===== src/rtl/lfsr_scan_pkg.sv =====
package lfsr_scan_pkg;

    localparam int unsigned STAGES    = 8;
    localparam int unsigned ARCH_BITS = 2;
    localparam int unsigned CHAIN_LEN = STAGES + ARCH_BITS;

    // Tap mask: bit i set means stage i feeds stage 0 (1 + x^3 + x^8).
    localparam logic [STAGES-1:0] DEFAULT_TAPS  = 8'h84;
    localparam logic [STAGES-1:0] DEFAULT_RESET = 8'h01;

    typedef enum logic [1:0] {
        OP_STEP  = 2'd0,
        OP_SHIFT = 2'd1,
        OP_LOAD  = 2'd2
    } stage_op_e;

    // Load outranks scan, scan outranks the normal step.
    function automatic stage_op_e pick_op(input logic load, input logic scan_en);
        if (load)
            return OP_LOAD;
        else if (scan_en)
            return OP_SHIFT;
        else
            return OP_STEP;
    endfunction

endpackage


===== src/rtl/lfsr_scan_stages.sv =====
module lfsr_scan_stages
    import lfsr_scan_pkg::*;
#(
    parameter int unsigned       W         = STAGES,
    parameter logic [W-1:0]      TAPS      = DEFAULT_TAPS,
    parameter logic [W-1:0]      RESET_VAL = DEFAULT_RESET,
    parameter bit                USE_DIN   = 1'b1
) (
    input  logic         clk,
    input  logic         rst,
    input  logic         load,
    input  logic [W-1:0] seed,
    input  logic         din,
    input  logic         scan_en,
    input  logic         scan_in,
    output logic [W-1:0] state
);

    localparam logic DIN_MASK = USE_DIN;

    stage_op_e op;
    logic      fb;

    assign op = pick_op(load, scan_en);
    assign fb = (^(state & TAPS)) ^ (din & DIN_MASK);

    always_ff @(posedge clk) begin
        if (rst) begin
            state <= RESET_VAL;
        end else begin
            unique case (op)
                OP_LOAD:  state <= seed;
                OP_SHIFT: state <= {state[W-2:0], scan_in};
                default:  state <= {state[W-2:0], fb};
            endcase
        end
    end

    // upper stages follow their lower neighbour whenever no load occurs
    p_neighbour_r2: assert property (@(posedge clk) disable iff (rst)
        !load |=> state[W-1:1] == $past(state[W-2:0]));

    // load wins over scan and step
    p_seed_r4: assert property (@(posedge clk) disable iff (rst)
        load |=> state == $past(seed));

    // scan shifting feeds stage 0 from the serial input
    p_scanin_r6: assert property (@(posedge clk) disable iff (rst)
        (scan_en && !load) |=> state[0] == $past(scan_in));

endmodule


===== src/rtl/lfsr_scan_arch.sv =====
module lfsr_scan_arch
    import lfsr_scan_pkg::*;
#(
    parameter int unsigned AW = ARCH_BITS
) (
    input  logic          clk,
    input  logic          rst,
    input  logic          scan_en,
    input  logic          shift_in,
    output logic [AW-1:0] arch
);

    always_ff @(posedge clk) begin
        if (rst)
            arch <= '0;
        else if (scan_en)
            arch <= {arch[AW-2:0], shift_in};
        else
            arch <= arch + AW'(1);
    end

    // free-running count outside scan
    p_count_r7: assert property (@(posedge clk) disable iff (rst)
        !scan_en |=> arch == $past(arch) + AW'(1));

    // the counter's low bit continues the chain after the last stage
    p_archshift_r5: assert property (@(posedge clk) disable iff (rst)
        scan_en |=> arch[0] == $past(shift_in));

endmodule


===== src/rtl/lfsr_scan_top.sv =====
module lfsr_scan_top
    import lfsr_scan_pkg::*;
#(
    parameter int unsigned       W         = STAGES,
    parameter int unsigned       AW        = ARCH_BITS,
    parameter logic [W-1:0]      TAPS      = DEFAULT_TAPS,
    parameter logic [W-1:0]      RESET_VAL = DEFAULT_RESET,
    parameter bit                USE_DIN   = 1'b1
) (
    input  logic         clk,
    input  logic         rst,
    input  logic         load,
    input  logic [W-1:0] seed,
    input  logic         din,
    input  logic         scan_en,
    input  logic         scan_in,
    output logic         scan_out,
    output logic         keystream_bit
);

    localparam int unsigned CHAIN = W + AW;

    logic [W-1:0]     state;
    logic [AW-1:0]    arch;
    logic [CHAIN-1:0] chain;

    lfsr_scan_stages #(
        .W(W), .TAPS(TAPS), .RESET_VAL(RESET_VAL), .USE_DIN(USE_DIN)
    ) u_stages (
        .clk(clk), .rst(rst), .load(load), .seed(seed), .din(din),
        .scan_en(scan_en), .scan_in(scan_in), .state(state)
    );

    lfsr_scan_arch #(.AW(AW)) u_arch (
        .clk(clk), .rst(rst), .scan_en(scan_en),
        .shift_in(state[W-1]), .arch(arch)
    );

    // Chain position k: stages at 0..W-1, counter bits above them.
    assign chain         = {arch, state};
    assign scan_out      = chain[CHAIN-1];
    assign keystream_bit = state[W-1];

    generate
        if (AW == 2) begin : g_chk_two
            // a stage-7 bit reaches scan_out after two scan clocks
            p_scanout_r5: assert property (@(posedge clk) disable iff (rst)
                (scan_en ##1 scan_en) |=> scan_out == $past(keystream_bit, 2));
        end
    endgenerate

endmodule


===== config.mk =====
export PLATFORM = sky130hd
export DESIGN_NAME = lfsr_scan_top
export DESIGN_NICKNAME = d
export VERILOG_FILES = /design/src/rtl/lfsr_scan_pkg.sv /design/src/rtl/lfsr_scan_stages.sv /design/src/rtl/lfsr_scan_arch.sv /design/src/rtl/lfsr_scan_top.sv
export SDC_FILE = /design/constraint.sdc
export NUM_CORES = 1
export LEC_CHECK = 0
export ABC_CLOCK_PERIOD_IN_PS = 900
export BUFFER_PORTS_ARGS = -buffer_cell sky130_fd_sc_hd__buf_2
export CORE_AREA = 2 2 39 41
export CTS_CLUSTER_DIAMETER = 40
export DETAILED_ROUTE_END_ITERATION = 16
export DIE_AREA = 0 0 41 43
export GPL_ROUTABILITY_DRIVEN = 0
export HOLD_SLACK_MARGIN = 0.05
export SLEW_MARGIN = 20
export SYNTH_ARGS = -nofsm -noshare
export SYNTH_HDL_FRONTEND = slang
export SYNTH_SLANG_ARGS = --single-unit

===== constraint.sdc =====
create_clock -name clk -period 0.9 [get_ports clk]
set_input_delay 0.045 -clock clk [delete_from_list [all_inputs] [get_ports clk]]
set_output_delay 0.045 -clock clk [all_outputs]
set_load 0.02 [all_outputs]

==> results of run 1 <==
final timing paths:
check | slack, ps | start | endpoint | depth (start not counted)
hold reg to reg | 470 | u_stages.state[1]$_SDFF_PP0_ | u_stages.state[2]$_SDFF_PP0_ | 2
setup / recovery | -30 | u_stages.state[2]$_SDFF_PP0_ | u_stages.state[0]$_SDFF_PP1_ | 3
setup reg to reg | -30 | u_stages.state[2]$_SDFF_PP0_ | u_stages.state[0]$_SDFF_PP1_ | 3
hold / removal | 80 | rst | u_stages.state[7]$_SDFF_PP0_ | 2
registers in the layout, summed over array words and instances, names as in the netlist:
signal          count
u_stages.state      8
u_arch.arch         2
power breakdown:
group	switching (mW)	internal (mW)
Sequential	0.0125	0.472
Combinational	0.0589	0.0934
Clock	0.157	0.171
Total	0.228	0.736
area by class of cell:
cell class | count | area, sq um | share of cell area
Clock buffer | 4 | 26.3 | 0.0447
Multi-Input combinational cell | 25 | 174 | 0.296
Sequential cell | 10 | 205 | 0.349
Tap cell | 16 | 20.0 | 0.0340
Timing Repair Buffer | 23 | 163 | 0.277
synthesized netlist by cell type:
| cell | number | area [sq um] |
|---|---|---|
| a21o_1 | 1 | 7.51 |
| a21oi_1 | 2 | 10.0 |
| buf_2 | 1 | 5.00 |
| clkbuf_1 | 1 | 3.75 |
| dfxtp_1 | 10 | 200 |
| mux2i_1 | 7 | 70.1 |
| nand2b_1 | 1 | 6.26 |
| nor2_1 | 10 | 37.5 |
| nor2b_1 | 1 | 6.26 |
| o21ai_1 | 1 | 5.00 |
| xnor2_1 | 1 | 8.76 |
| xnor3_1 | 1 | 22.5 |
stage by stage:
stage / power, mW / setup TNS (ps) / cell area, sq um / cells
final: 0.965 / -26.3 / 588 / 78
after global placement: 0.615 / -25.6 / 480 / 67
after detailed placement: 0.615 / -39.2 / 480 / 67
after CTS: 0.970 / -39.5 / 588 / 78
after global routing: 1.02 / -81.1 / 588 / 78
after floorplan: 0.570 / -49.1 / 387 / 37
per-layer routing:
metal,vias up,global-route usage
met4,0,0.0800
li1,171,-
met2,8,0.159
met1,156,0.107
met3,0,0.0471
met5,-,0
logic make-up (layout without fill, tap and decap cells):
logic type             Yosys count  after routing
AND/OR/NAND/NOR                 12             12
flip-flops                      10             10
multiplexers                     7              7
AO/OA/AOI/OAI                    4              4
XOR/XNOR                         2              2
buffers and inverters            2             27
what timing repair did:
action | CTS | global route
endpoints found under the hold margin | 7 | 0
setup endpoints to repair | 2 | 2
hold buffers | 7 | 0
pin swaps | 3 | 1
resized for setup | 4 | 0
==> results by group, run 1 <==
GRT
  – Vias in the first global route: 318
  – First-pass GRT wire length: 1180 microns
  – Total grt overflow: 0
  – Initial antenna violation count: 0
  – Gr usage total: 0.106
  – Largest net degree at the start of global routing: 11

Synthesis
  – Compound-Gate Fraction of Synth Area: 0.0588
  – Synth Net Count: 51
  – Sequential fraction of the synthesis area: 0.523
  – Yosys reg bits: 10
  – Mapped Area: ~380 sq um
  – Cells after Synth: 37
  – Library cells used by synthesis: 12
  – Adder-Cell Fraction of Synth Area: 0
  – Largest family of logic cells by synthesized area: multiplexers
  – Synth Area in Simple Gates: 0.131
  – Area share of xor/xnor cells in the synthesized design: 0.0817
  – Avg Cell Area, Syn: 10.3 sq um
  – Mux contribution to synthesized area: 0.183
  – Total number of yosys warnings: 0

Clock tree
  – Clock Latency Late Sink: between 200 and 300 ps
  – TritonCTS Buffers: 3
  – Root buf cell: clkbuf_4
  – Sink Count: 10
  – Clock slew at reported path FFs: around 70 ps
  – Setup Buffers After CTS: 0
  – Clock tree buffer depth: 2
  – H-tree Lvls: 1
  – CTS tree: done

Route
  – Metal2 WL: between 300 and 400 microns
  – Average vias per placed instance: 4.29
  – Via count: around 340
  – Final WL: approximately 780 microns
  – TritonRoute pass-1 iters: 4
  – Met3 wire length: between 30 and 40 microns
  – Drt wl/cell: between 9 and 10 microns
  – Met1 WL: approximately 350 microns
  – Final antenna-violating net count: 0
  – Top routing layer in use: met3
  – DRT iter0 DRCs: 7
  – # DRC: 0

Floorplanning
  – Core area: roughly 0.0014 sq mm
  – Die ar.: ~0.0018 sq mm
  – I/O pins: 16
  – Width of the die: ~41 microns
  – Vert. Die Dim: roughly 43 microns
  – Initial Util: 0.277
  – FP Rows: 14

STA
  – Min Tclk post-route: between 900 and 1000 ps
  – Hold slack final: between 70 and 80 ps
  – Final setup violation count: 1
  – Final number of hold-violating endpoints: 0
  – Skew final: a little under 5 ps
  – Max-slew violation count: 0
  – F_max: 1080 MHz
  – Final worst slack: -26.3 ps
  – Slew HR: 0.842
  – Tcrit/Tclk final: 1.03
  – RSZ-0062 raised after global routing: yes
  – Tightest Pin Transition: approximately 240 ps

Worst setup path
  – Worst EP required: between 1000 and 1500 ps
  – Critical path class: flop to flop
  – Crit start category: flop
  – CP cell instances: xnor3_1, o21ai_1, a21o_1
  – Worst path buffer plus inverter count: 0
  – Cell family with most CP delay: flip-flops
  – WP data arrival: about 1100 ps
  – CP endpoint kind: flop
  – Worst Path Max Fanout: 2
  – Cell at the slowest stage of the critical path: dfxtp_2
  – Critical Path Max Stage Delay: roughly 330 ps

Run
  – Max-cap violations: 0

Hold path
  – Worst hold path type: primary input to flop

Placement
  – Place WS: -39.2 ps
  – Port Buffers: 15
  – Final HPWL DP: a little under 500 microns

Status
  – Failing checks: setup timing
  – Status: finished with violations

Cells and area
  – Layout cells sized above 1: 0.339
  – ANT cells: 0
  – Most frequent cells in the layout: buf_2, nor2_1, dfxtp_1, mux2i_1, dlygate4sd3_1
  – # fillers: around 140
  – Most common cell after layout, fill and taps aside: buf_2
  – Nets: 77
  – Layout area overhead: 53.6%
  – Final core occ: 0.425

Power
  – Cell Pwr Density: approximately 1600 mW/mm^2
  – Max VDD drop: roughly 0.59 mV
  – Leakage: approximately 0.28 nW
No activity file was read; power rests on OpenSTA's default activity.
==> run 2, diff against run 1 <==
--- a/config.mk
+++ b/config.mk
@@ -7,6 +7,7 @@
 export LEC_CHECK = 0
 export ABC_CLOCK_PERIOD_IN_PS = 900
 export BUFFER_PORTS_ARGS = -buffer_cell sky130_fd_sc_hd__buf_2
+export CAP_MARGIN = 40
 export CORE_AREA = 2 2 39 41
 export CTS_CLUSTER_DIAMETER = 40
 export DETAILED_ROUTE_END_ITERATION = 16
@@ -16,4 +17,5 @@
 export SLEW_MARGIN = 20
 export SYNTH_ARGS = -nofsm -noshare
 export SYNTH_HDL_FRONTEND = slang
+export SYNTH_HIERARCHICAL = 1
 export SYNTH_SLANG_ARGS = --single-unit
==> run 2 against run 1 <==
- the flow still finishes with violations (setup timing)
- count of clock-buffer cells in the layout unchanged
- critical path depth decreased by 1
- clock power increased by 20%
- wire length increased by 4.1%
- cell area increased by 5.7%
- core utilization increased by 2.4 points
- sequential share of layout area decreased by 1.5 points
- sequential cell count unchanged
- final cell count unchanged
- sequential power about the same
==> results by group, run 2 <==
Synthesis
  – Cells after Synth: 38 (+2.7%)
  – Ys flop type: dfxtp_1
  – Post-synth top cells: dfxtp_1, nor2_1, mux2i_1, nor2b_1
  – Top-count cell post-synth: dfxtp_1
  – Total number of yosys warnings: 6 (+6)
  – Yosys top cell area share: 0.482 (-0.0409)
  – Library cells used by synthesis: 15 (+3)
  – Sequential fraction of the synthesis area: 0.482 (-0.0409)
  – Leading area contributor after synthesis: dfxtp_1
  – Largest cells by area after synthesis: dfxtp_1, mux2i_1, nor2_1
  – Avg Cell Area, Syn: 10.9 sq um (+5.6%)
  – Mapped Area: 415 sq um (+8.5%)
  – EDFF count, synth: 0 (unchanged)
  – Synth Net Count: 52 (+2.0%)
  – FFs w/ async S/R, synth: 0 (unchanged)
  – Yosys reg bits: 10 (unchanged)

STA
  – Max-slew violation count: 0 (unchanged)
  – Setup TNS: -74.4 ps (-48.2 ps)
  – Hold slack final: 88.9 ps (+12.3 ps)
  – Final worst slack: -74.4 ps (-48.2 ps)
  – RSZ-0062 raised after global routing: yes
  – Tightest Pin Transition: 266 ps (+29.1 ps)
  – Tcrit/Tclk final: 1.08 (+0.0535)
  – Skew final: 8.46 ps (+3.51 ps)
  – Min Tclk post-route: 974 ps (+48.2 ps)
  – F_max: 1030 MHz (-4.9%)
  – Final number of hold-violating endpoints: 0 (unchanged)
  – Final setup violation count: 1 (unchanged)
  – Slew HR: 0.823 (-0.0194)

Floorplanning
  – Core area: 0.00138 sq mm (unchanged)
  – Width of the die: 41 microns (unchanged)
  – Die ar.: 0.00176 sq mm (unchanged)
  – Initial Util: 0.300 (+0.0235)
  – Vert. Die Dim: 43 microns (unchanged)
  – FP Rows: 14 (unchanged)
  – I/O pins: 16 (unchanged)

Status
  – Status: finished with violations
  – Failing checks: setup timing

Power
  – Max VDD drop: 0.889 mV (+51%)
  – Cell Pwr Density: 1660 mW/mm^2 (+1.2%)
  – Seq pwr share: 0.467 (-0.035)
  – Internal power: 808 uW (+9.8%)
  – Net Sw Frac: 0.217 (-0.0196)
  – Net Switching: 224 uW (-1.8%)
  – Clk pwr share: 0.382 (+0.042)
  – Comb power frac: 0.151 (-0.007)
  – Leakage: 0.292 nW (+3.1%)

Route
  – # DRC: 0 (unchanged)
  – DRT iter0 DRCs: 3 (-4)
  – Average vias per placed instance: 4.46 (+3.9%)
  – Final antenna-violating net count: 0 (unchanged)
  – Final WL: 810 microns (+4.1%)
  – Drt wl/cell: 10.4 microns (+4.1%)
  – Metal2 WL: 403 microns (+2.8%)
  – TritonRoute pass-1 iters: 2 (-2)
  – Top routing layer in use: met4
  – Via count: 348 (+3.9%)
  – Met3 wire length: 57 microns (+58%)
  – Met1 WL: 337 microns (-3.4%)

Cells and area
  – Largest registers: u_stages/state x8, u_arch/arch x2
  – Layout area overhead: 49.7%
  – Nets: 77 (unchanged)
  – Max FFs per register: 8 (unchanged)
  – Fin area: 622 sq um (+5.7%)
  – Most common cell after layout, fill and taps aside: buf_2
  – Fin cells: 78 (unchanged)
  – ANT cells: 0 (unchanged)
  – Reg with most FFs: u_stages/state
  – Final core occ: 0.449 (+0.0244)
  – Most frequent cells in the layout: buf_2, nor2_1, dfxtp_1, dlygate4sd3_1, mux2i_1
  – # fillers: 149 (+7.2%)
  – Layout cells sized above 1: 0.403 (+0.0645)

Worst setup path
  – Worst Setup EP: u_stages/state[0]$_SDFF_PP1_
  – CP endpoint kind: flop
  – R2R Path End: u_stages/state[0]$_SDFF_PP1_
  – Worst EP required: 1090 ps (-20 ps)
  – R2R cell count: 2 (-1)
  – Crit start category: flop
  – Critical path class: flop to flop
  – WP data arrival: 1160 ps (+20 ps)
  – Worst Path Max Fanout: 3 (+1)
  – Worst Setup SP: u_stages/state[7]$_SDFF_PP0_
  – R2R setup slack: -70 ps (-50 ps)
  – Worst R2R Start: u_stages/state[7]$_SDFF_PP0_

Clock tree
  – Post-cts sizing count: 0 (-4)
  – TritonCTS Buffers: 3 (unchanged)
  – H-tree Lvls: 1 (unchanged)
  – Clock slew at reported path FFs: 70 ps (about the same)
  – Root buf cell: clkbuf_4
  – Clock Latency Late Sink: 260 ps (about the same)
  – Clock tree buffer depth: 2 (unchanged)
  – CTS tree: done
  – Sink Count: 10 (unchanged)

GRT
  – Initial antenna violation count: 0 (unchanged)
  – Total grt overflow: 0 (unchanged)
  – Vias in the first global route: 330 (+3.8%)
  – First-pass GRT wire length: 1280 microns (+8.8%)
  – Largest net degree at the start of global routing: 14 (+3)
  – Gr usage total: 0.115 (+0.00918)

Placement
  – Port Buffers: 15 (unchanged)
  – Placed insts: 67 (unchanged)
  – Placed Area: 515 sq um (+7.3%)
  – Final HPWL DP: 573 microns (+16%)

Run
  – Max-cap violations: 0 (unchanged)

Hold path
  – Worst hold path type: primary input to flop
==> run 2: cell type report <==
type	count	area, sq um	area share
Clock buffer	4	36.3	0.0584
Sequential cell	10	208	0.334
Multi-Input combinational cell	26	213	0.342
Timing Repair Buffer	22	145	0.233
Tap cell	16	20.0	0.0322
==> run 2: worst min path at each step <==
stage | start | end | depth (start not counted)
after detailed placement | seed[6] | u_stages/state[6]$_SDFF_PP0_ | 3
after global routing | scan_en | u_arch/arch[0]$_SDFF_PP0_ | 3
after CTS | scan_en | u_arch/arch[0]$_SDFF_PP0_ | 3
after floorplan | rst | u_arch/arch[0]$_SDFF_PP0_ | 1
after global placement | seed[1] | u_stages/state[1]$_SDFF_PP0_ | 3
final | scan_in | u_stages/state[0]$_SDFF_PP1_ | 3
==> run 2: power groups by stage <==
stage	logic, mW	registers, mW	clock network [mW]
2_1_floorplan	0.0821	0.497	0
3_3_place_gp	0.132	0.492	0
3_5_place_dp	0.134	0.493	0
4_1_cts	0.157	0.483	0.414
5_1_grt	0.173	0.487	0.433
6_report	0.156	0.483	0.395
==> run 2: routing by layer <==
| layer | GRT usage | vias to the layer above |
|---|---|---|
| li1 | - | 178 |
| met1 | 0.117 | 156 |
| met2 | 0.178 | 12 |
| met3 | 0.0628 | 2 |
| met4 | 0.0600 | 0 |
| met5 | 0 | - |
==> run 2: logic make-up (layout without fill, tap and decap cells) <==
kind of cell	after synthesis	after routing	share of synthesized area
and+or+nand+nor	15	15	0.193
DFF	10	10	0.482
muxes	8	8	0.205
AOI/OAI and AO/OA	2	2	0.0422
buffers and inverters	2	26	0.0241
xor gates and xnor gates	1	1	0.0542
==> run 2: stage by stage <==
stage	worst slack, ps	total power, mW
4_1_cts	-79.4	1.05
6_report	-74.4	1.03
5_1_grt	-132	1.09
3_3_place_gp	-38.6	0.624
2_1_floorplan	-25.8	0.579
3_5_place_dp	-72.6	0.627
==> run 2: critical path, cell delays in order, from the launching register on <==
cell and delay [ps]:
dfxtp_4 350, xnor3_1 390, a211oi_2 180
==> run 2: timing repair <==
item | in CTS | in global routing
pin swaps | 1 | 0
endpoints found under the setup margin | 1 | 2
hold buffers | 7 | 0
hold endpoints to repair | 7 | 0
buffers inserted | 0 | 0
==> run 3, diff against run 2 <==
--- a/config.mk
+++ b/config.mk
@@ -5,6 +5,7 @@
 export SDC_FILE = /design/constraint.sdc
 export NUM_CORES = 1
 export LEC_CHECK = 0
+export ABC_AREA = 1
 export ABC_CLOCK_PERIOD_IN_PS = 900
 export BUFFER_PORTS_ARGS = -buffer_cell sky130_fd_sc_hd__buf_2
 export CAP_MARGIN = 40
==> run 3 against run 2 <==
- the run now ends clean
- via count is 22% higher
- hold slack worse by 24 ps
- sequential cell count stayed put
- non-clock buffer count is 1 lower
- register-to-register slack better by 160 ps
- wire length is 10% higher
- die area stayed put
- sequential share of layout area is 0.35 points higher
- first-iteration DRC count is 33% higher
- worst setup slack better by 120 ps
- cell area is 4.6% lower
- synthesized cell count is 53% higher
==> results by group, run 3 <==
Synthesis
  – Adder-Cell Fraction of Synth Area: 0 (unchanged)
  – Ys flop type: dfxtp_1
  – Leading area contributor after synthesis: dfxtp_1
  – Area share of xor/xnor cells in the synthesized design: 0 (-0.0542)
  – Synth Area in Simple Gates: 0.321 (+0.128)
  – Library cells used by synthesis: 13 (-2)
  – Cells after Synth: 58 (+53%)
  – Avg Cell Area, Syn: 7.40 sq um (-32%)
  – Mapped Area: 429 sq um (+3.3%)
  – FFs w/ async S/R, synth: 0 (unchanged)
  – Yosys top cell area share: 0.466 (-0.0155)
  – EDFF count, synth: 0 (unchanged)
  – Largest cells by area after synthesis: dfxtp_1, nand2_1, a21oi_1
  – Yosys reg bits: 10 (unchanged)
  – Mux contribution to synthesized area: 0 (-0.205)
  – Largest family of logic cells by synthesized area: simple AND/OR/NAND/NOR gates
  – Post-synth top cells: nand2_1, dfxtp_1, a21oi_1, nor2_1, inv_1
  – Synth Net Count: 72 (+38%)
  – Sequential fraction of the synthesis area: 0.466 (-0.0155)
  – Top-count cell post-synth: nand2_1
  – Compound-Gate Fraction of Synth Area: 0.111 (+0.0686)
  – Total number of yosys warnings: 6 (unchanged)

Cells and area
  – Layout cells sized above 1: 0.300 (-0.103)
  – Reg with most FFs: u_stages/state
  – Nets: 96 (+25%)
  – Fin cells: 96 (+23%)
  – Most frequent cells in the layout: nand2_1, buf_2, dfxtp_1, a21oi_1, dlygate4sd3_1
  – Most common cell after layout, fill and taps aside: nand2_1
  – ANT cells: 0 (unchanged)
  – Layout area overhead: 38.2%
  – Max FFs per register: 8 (unchanged)
  – Largest registers: u_stages/state x8, u_arch/arch x2

Power
  – Cell Pwr Density: 1570 mW/mm^2 (-5.4%)
  – Max VDD drop: 1.11 mV (+25%)
  – Total power: 932 uW (-9.8%)
  – Leakage: 0.286 nW (-2.1%)

Worst setup path
  – Cell at the slowest stage of the critical path: dfxtp_1
  – WP data arrival: 810 ps (-350 ps)
  – R2R setup slack: 90 ps (+160 ps)
  – Cell family with most CP delay: flip-flops
  – Critical Path Max Stage Delay: 370 ps (-20 ps)
  – Worst EP required: 850 ps (-240 ps)
  – CP endpoint kind: primary output
  – R2R cell count: 5 (+3)
  – Worst path buffer plus inverter count: 1 (+1)
  – Worst R2R Start: u_stages/state[7]$_SDFF_PP0_
  – Critical path class: flop to primary output
  – Worst Path Max Fanout: 4 (+1)
  – Crit start category: flop
  – R2R Path End: u_stages/state[0]$_SDFF_PP1_
  – CP cell instances: buf_2

GRT
  – Vias in the first global route: 340 (+3.0%)
  – GR met1 Demand/Resource: 0.129 (+0.0122)
  – Gr usage total: 0.121 (+0.00580)
  – Most used routing layer in global routing: met2
  – Initial antenna violation count: 0 (unchanged)
  – First-pass GRT wire length: 1320 microns (+2.7%)
  – Largest net degree at the start of global routing: 10 (-4)
  – Routing usage on met3: 0.0942 (+0.0314)
  – Grt met2 use: 0.166 (-0.0125)
  – Total grt overflow: 0 (unchanged)

Clock tree
  – H-tree Lvls: 1 (unchanged)
  – CTS tree: done
  – Setup Buffers After CTS: 0 (unchanged)
  – Sink Count: 10 (unchanged)
  – TritonCTS Buffers: 3 (unchanged)
  – Clock Latency Late Sink: 260 ps (about the same)
  – Clock slew at reported path FFs: 70 ps (about the same)
  – Root buf cell: clkbuf_4
  – Clock tree buffer depth: 2 (unchanged)

Placement
  – Final HPWL DP: 629 microns (+9.8%)
  – Place WS: 114 ps (+186 ps)
  – Placed insts: 87 (+30%)
  – Port Buffers: 15 (unchanged)

Route
  – Average vias per placed instance: 4.42 (-1.0%)
  – Final WL: 893 microns (+10%)
  – TritonRoute pass-1 iters: 2 (unchanged)
  – Final antenna-violating net count: 0 (unchanged)
  – DRT iter0 DRCs: 4 (+1)
  – # DRC: 0 (unchanged)
  – Via count: 424 (+22%)
  – Drt wl/cell: 9.30 microns (-10%)

Floorplanning
  – Core area: 0.00138 sq mm (unchanged)
  – Width of the die: 41 microns (unchanged)
  – Vert. Die Dim: 43 microns (unchanged)
  – Die ar.: 0.00176 sq mm (unchanged)
  – FP Rows: 14 (unchanged)
  – I/O pins: 16 (unchanged)
  – Initial Util: 0.310 (+0.00995)

STA
  – Final setup violation count: 0 (-1)
  – Tightest Pin Transition: 211 ps (-54.6 ps)
  – Skew final: 10.4 ps (+1.90 ps)
  – Min Tclk post-route: 858 ps (-116 ps)
  – Setup TNS: 0 ps (+74.4 ps)
  – Max-slew violation count: 0 (unchanged)
  – Hold slack final: 65.4 ps (-23.5 ps)
  – RSZ-0062 raised after global routing: no
  – Tcrit/Tclk final: 0.954 (-0.129)
  – Slew HR: 0.859 (+0.0364)
  – Final worst slack: 41.7 ps (+116 ps)
  – F_max: 1170 MHz (+14%)
  – Final number of hold-violating endpoints: 0 (unchanged)

Hold path
  – Worst hold path type: primary input to flop
  – HP Start: seed[0]
  – Hold Path End: u_stages/state[0]$_SDFF_PP1_
  – Hold path depth: 5 (+2)

Status
  – Status: finished clean

Run
  – Max-cap violations: 0 (unchanged)
run 3: cell count changes after synthesis, sizes merged, moves of 2 or more:
cell | before | now
mux2i | 7 | 0
a21oi | 1 | 7
nand3 | 0 | 4
nor2b | 2 | 0
nand2 | 1 | 22
inv | 0 | 6
nor2 | 8 | 6
run 3: per-stage QoR:
step | utilization | instance area, sq um
after floorplan | - | 429
after global placement | 0.367 | 508
after detailed placement | 0.367 | 508
after CTS | 0.427 | 591
after global routing | 0.429 | 593
final | 0.429 | 593
run 3: timing repair:
action,4_1_cts,5_1_grt
endpoints found under the hold margin,6,0
hold buffers,6,0
setup endpoints to repair,0,1
gates resized for setup,0,1
run 3: cells by family (layout without fill, tap and decap cells):
family	count (synthesis)	count (layout)
AND/OR/NAND/NOR	32	32
buffers and inverters	8	30
AO/OA/AOI/OAI	8	8
flip-flops	10	10
run 3: power breakdown:
| part | internal (mW) | total, mW | switching [mW] |
|---|---|---|---|
| Combinational | 0.0719 | 0.146 | 0.0741 |
| Clock | 0.154 | 0.300 | 0.146 |
| Sequential | 0.472 | 0.486 | 0.0140 |
| Total | 0.697 | 0.932 | 0.234 |
run 3: worst max-delay path by stage:
stage	cells past startpoint	startpoint	end
2_1_floorplan	5	u_stages/state[7]$_SDFF_PP0_	u_stages/state[0]$_SDFF_PP1_
3_3_place_gp	5	u_stages/state[7]$_SDFF_PP0_	u_stages/state[0]$_SDFF_PP1_
3_5_place_dp	5	u_stages/state[7]$_SDFF_PP0_	u_stages/state[0]$_SDFF_PP1_
4_1_cts	1	u_arch/arch[1]$_SDFF_PP0_	scan_out
5_1_grt	1	u_arch/arch[1]$_SDFF_PP0_	scan_out
6_report	1	u_stages/state[7]$_SDFF_PP0_	keystream_bit
run 3: cell type report:
type	instances	area, sq um
fill	158	791
sequential	10	200
multi-input combinational	40	185
timing repair buffer	21	138
inverter	6	27.5
clock buffer	3	22.5
tap	16	20.0
run 3: worst reg2reg max path: stages, from the launching register on:
cell	delay, ps
dfxtp_1	370
inv_1	60
nand2_1	80
nand3_1	70
nand3_1	80
nand2_1	50
run 3: metal layers:
layer,share of wire,vias up
met2,0.48,12
li1,-,225
met1,0.45,187
met4,0,0
met3,0.076,0
met5,0,-
